===== config.mk =====
export PLATFORM = sky130hd
export DESIGN_NAME = pt_walker
export DESIGN_NICKNAME = d
export VERILOG_FILES = /design/src/rtl/pt_walker.sv
export SDC_FILE = /design/constraint.sdc
export NUM_CORES = 1
export LEC_CHECK = 0
export BUFFER_PORTS_ARGS = -buffer_cell sky130_fd_sc_hd__buf_2
export CAP_MARGIN = 20
export CORE_MARGIN = 5
export CORE_UTILIZATION = 40
export DETAILED_ROUTE_END_ITERATION = 8
export PLACE_DENSITY_LB_ADDON = 0.08
export SLEW_MARGIN = 20
export SYNTH_ARGS = -nofsm -noshare
export SYNTH_HDL_FRONTEND = slang
export SYNTH_SLANG_ARGS = --single-unit
export TNS_END_PERCENT = 100

===== constraint.sdc =====
create_clock -name clk -period 3.1 [get_ports clk]
set_clock_uncertainty 0.15 [all_clocks]
set_input_delay 0.155 -clock clk [delete_from_list [all_inputs] [get_ports clk]]
set_output_delay 0.155 -clock clk [all_outputs]
set_load 0.03 [all_outputs]

===== src/rtl/pt_walker.sv =====
module pt_walker #(
  parameter int VA_W  = 32,
  parameter int OFF_W = 12,
  parameter int PPN_W = 18
) (
  input  logic                   clk,
  input  logic                   rst_n,
  input  logic                   req_valid,
  output logic                   req_ready,
  input  logic [VA_W-1:0]        req_vaddr,
  input  logic                   req_write,
  input  logic                   base_wr_en,
  input  logic [VA_W-1:0]        base_wr_data,
  output logic                   mem_req_valid,
  output logic [VA_W-1:0]        mem_req_addr,
  input  logic                   mem_rsp_valid,
  input  logic [31:0]            mem_rsp_data,
  output logic                   rsp_valid,
  input  logic                   rsp_ready,
  output logic [PPN_W+OFF_W-1:0] rsp_paddr,
  output logic [1:0]             rsp_status
);
  localparam int PA_W  = PPN_W + OFF_W;
  localparam int VPN_W = VA_W - OFF_W;

  typedef enum logic [1:0] {IDLE, FETCH_PTE, RESPOND} st_t;

  st_t             st;
  logic [VA_W-1:0] va_q, base_q, base_pend;
  logic            wr_q, pend_q, issued_q;
  logic [PA_W-1:0] pa_q;
  logic [1:0]      stat_q;
  logic [1:0]      verdict;
  logic [VPN_W-1:0] vpn;

  wire pte_v = mem_rsp_data[31];
  wire pte_r = mem_rsp_data[30];
  wire pte_w = mem_rsp_data[29];
  logic unused_bits;
  assign unused_bits = ^mem_rsp_data[28:PPN_W];

  assign vpn           = va_q[VA_W-1:OFF_W];
  assign req_ready     = (st == IDLE);
  assign mem_req_valid = (st == FETCH_PTE) && !issued_q;
  assign mem_req_addr  = base_q + (VA_W'(vpn) << 2);
  assign rsp_valid     = (st == RESPOND);
  assign rsp_paddr     = pa_q;
  assign rsp_status    = stat_q;

  always_comb begin
    if (!pte_v)                           verdict = 2'b01;
    else if (wr_q ? !pte_w : !pte_r)      verdict = 2'b10;
    else                                  verdict = 2'b00;
  end

  always_ff @(posedge clk) begin
    if (!rst_n) begin
      st        <= IDLE;
      va_q      <= '0;
      wr_q      <= 1'b0;
      base_q    <= '0;
      base_pend <= '0;
      pend_q    <= 1'b0;
      issued_q  <= 1'b0;
      pa_q      <= '0;
      stat_q    <= 2'b00;
    end else begin
      case (st)
        IDLE: begin
          if (base_wr_en)  base_q <= base_wr_data;
          else if (pend_q) base_q <= base_pend;
          pend_q <= 1'b0;
          if (req_valid) begin
            va_q     <= req_vaddr;
            wr_q     <= req_write;
            issued_q <= 1'b0;
            st       <= FETCH_PTE;
          end
        end
        FETCH_PTE: begin
          if (mem_req_valid) issued_q <= 1'b1;
          if (mem_rsp_valid) begin
            stat_q <= verdict;
            pa_q   <= (verdict == 2'b00) ? {mem_rsp_data[PPN_W-1:0], va_q[OFF_W-1:0]} : '0;
            st     <= RESPOND;
          end
        end
        RESPOND: if (rsp_ready) st <= IDLE;
        default: st <= IDLE;
      endcase
      if (st != IDLE && base_wr_en) begin
        pend_q    <= 1'b1;
        base_pend <= base_wr_data;
      end
    end
  end
endmodule



==> flow_summary.ini <==
[floorplan]
io_pins = 170
row_count = 46
die_w_um = 136.5
dieHeight_um = 136.5
core_region_area_um2 = 15770
fp.dieArea_um2 = 18630
start_util = 0.4058

[synth]
async_flop_share = 0
synth_warnings = 0
synth_top_area_cell = dfxtp_1
syn-num-nets = 855
yosysMostFrequentCell = nand2_1
synth_seq_cells = 133
synthCells = 731
synth_ff_type = dfxtp_1
syn_avg_cell_area_um2 = 8.755
synthAdderAreaFrac = 0.04223
synth_top_family_by_area = compound AO/OA/AOI/OAI gates
synth_compound_area_frac = 0.2321
yosys.area_share.simple = 0.1853
ys_seq_area_frac = 0.4160
synth_edf_count = 0
synthMuxAreaShare = 0.05474
yosysTopAreaCellShare = 0.4160
synth_xor_area_frac = 0.03421
ys_types = 49
yosys-top-cells-count = 181 x nand2_1, 133 x dfxtp_1, 67 x a21boi_0, 45 x clkbuf_1, 38 x nor2b_1
synthTopCellsByArea = dfxtp_1 42%, nand2_1 11%, a21boi_0 7.9%, mux2i_1 5.5%, o211a_1 5.0%
synth_area_um2 = 6400

[setup_path]
cp_top_family = compound AO/OA/AOI/OAI gates
cp_cell_sequence = ha_4, inv_2, fa_2, nand2b_4, a21oi_4, o21a_1, a311o_1, a41o_4, nand4_4, xnor2_2, buf_6
cp.arrival_ns = 2.81
critPathBufInv = 2
end_kind = output pin
crit_required_ns = 2.79
start_kind = flip-flop
regToRegSetupSlack_ns = 1.10
cp_max_fo = 5
cp-startpoint = va_q[12]
timing.rr.start = st[0]
timing.rr.end = base_q[28]
reg2regPathDepth = 5
slowest_stage = dfxtp_2
slowest_delay_ns = 0.35
crit_type = flip-flop to output pin

[power]
p_per_area_nw_per_um2 = 532.4
total_power_mw = 4.856
vdd_drop_max_uv = 372.8
p_leak_nw = 4.331

[sta]
min_period_ns = 3.118
tightest_slew_ns = 0.7761
max_freq_mhz = 320.7
slew_viol_final = 0
finalCritPeriodShare = 1.006
fin_setup_tns_ns = -0.02384
setup_ws_ns = -0.01836
finalSetupViolations = 3
relSlewSlack = 0.4826
rsz0062_at_grt = true
hold_violations = 0

[placement]
dp_hpwl_um = 12120
dpl-instance-area_um2 = 7386
place_ws_ns = 0.1569
gp_congestion = 0.8296
io_buffer_count = 158
place_inst = 1065

[clocking]
root_buffer = clkbuf_16
clk_latency_ns = 0.41
h-tree-depth = 4
clock_sinks = 133
cts_tree = built
clk_pin_slew_ns = 0.06
cts_buffer_depth = 2
cts_buffers = 17

[min_path]
whs_endpoint = rsp_status[0]
holdCritStartpoint = mem_rsp_valid
hold_depth = 4
hold_path_class = primary input to flip-flop

[global_routing]
antenna_found_initial = 1
grt_usage = 0.1961
gr-total-overflow = 0
grt_pass1_wl_um = 29240
grt_max_degree = 93
grt_pass1_vias = 6103

[finish]
antenna_cells = 0
drive_gt1_frac = 0.2515
fillers = 1499
final_area_um2 = 9121
area_delta_synth_final_pct = 42.52
nets = 1089
final_cells = 1194

[detailed_routing]
antenna_left = 0
routed_via_density = 5.030
num_vias = 6006
detail_route.wl_per_cell_um = 15.37
drcViolationCount = 0
drtIter0Drc = 243
dr.pass1.iters = 5
wirelength_um = 18360

[job]
maxCapViolCount = 0

[run_status]
failed_checks = setup timing
status = complete, but fails checks
## timing repair
| action | CTS | global route |
|---|---|---|
| setup endpoints to repair | 15 | 17 |
| hold endpoints to repair | 120 | 0 |
| gates resized for setup | 27 | 21 |
| pin swaps | 12 | 8 |
| buffers inserted | 6 | 2 |
| hold buffers | 89 | 0 |
## layer usage
layer / routed length [µm] / GRT usage / up-vias
met5: 11 / 0 / -
met4: 293 / 0.05375 / 2
met3: 733 / 0.05368 / 27
met2: 9503 / 0.3497 / 118
met1: 7812 / 0.2309 / 2856
li1: - / - / 3003
## per-stage QoR
step / hold WS (ns) / utilization
global route: 0.06111 / 0.5784
finish: 0.04839 / 0.5784
floorplan: 0.09504 / -
detailed placement: 0.2245 / 0.4683
CTS: 0.03121 / 0.5723
global placement: 0.2143 / 0.4683
## where the power goes
part           leakage, nW  internal [mW]  switching, mW
registers             1.09           1.81         0.0727
clock network        0.291           1.30          0.733
logic                 2.95          0.403          0.536
total                 4.33           3.51           1.34
## worst min-delay path: stages
cell     delay, ns
buf_2         0.09
inv_1         0.07
nor2_1        0.09
a21oi_1       0.16
## cells by family after synthesis
group,Yosys count
adders and majority gates,21
and+or+nand+nor,267
buffers and inverters,58
muxes,35
DFF,133
AOI/OAI and AO/OA,192
xor gates and xnor gates,25
## placed cells by master (no fill, tap or decap), types with 10 or more instances in the layout
master	netlist	layout
a21boi_0	67	67
a21o_1	13	13
a21oi_1	16	10
a22oi_1	30	30
buf_2	1	147
buf_4	2	22
clkbuf_16	0	17
dfxtp_1	133	130
dlygate4sd3_1	0	89
ha_1	20	15
mux2i_1	35	35
nand2_1	181	181
nor2_1	17	16
nor2b_1	38	36
o211a_1	32	32
xnor2_1	14	11
xor2_1	11	10
## registers in the layout, indices dropped and copies added, names as in the netlist
signal / count
base_pend: 32
base_q: 32
issued_q: 1
pend_q: 1
rsp_paddr: 30
rsp_status: 2
st: 2
va_q: 32
wr_q: 1
## final cells by class
class | count | area (µm²) | share of cell area
Timing Repair Buffer | 266 | 1892 | 0.2074
Clock inverter | 9 | 126.4 | 0.01385
Clock buffer | 23 | 467.9 | 0.05130
Tap cell | 216 | 270.3 | 0.02963
Multi-Input combinational cell | 540 | 3672 | 0.4026
Inverter | 7 | 26.28 | 0.002881
Sequential cell | 133 | 2666 | 0.2923
## worst max path at each step
stage / depth (start not counted) / endpoint / slack [ns]
after floorplan: 9 / mem_req_addr[12] / 0.002
after global placement: 11 / mem_req_addr[30] / 0.22
after detailed placement: 11 / mem_req_addr[30] / 0.16
after CTS: 11 / mem_req_addr[30] / -0.07
after global routing: 11 / mem_req_addr[30] / -0.12
final: 11 / mem_req_addr[30] / -0.02
No activity file was read; power rests on OpenSTA's default activity.
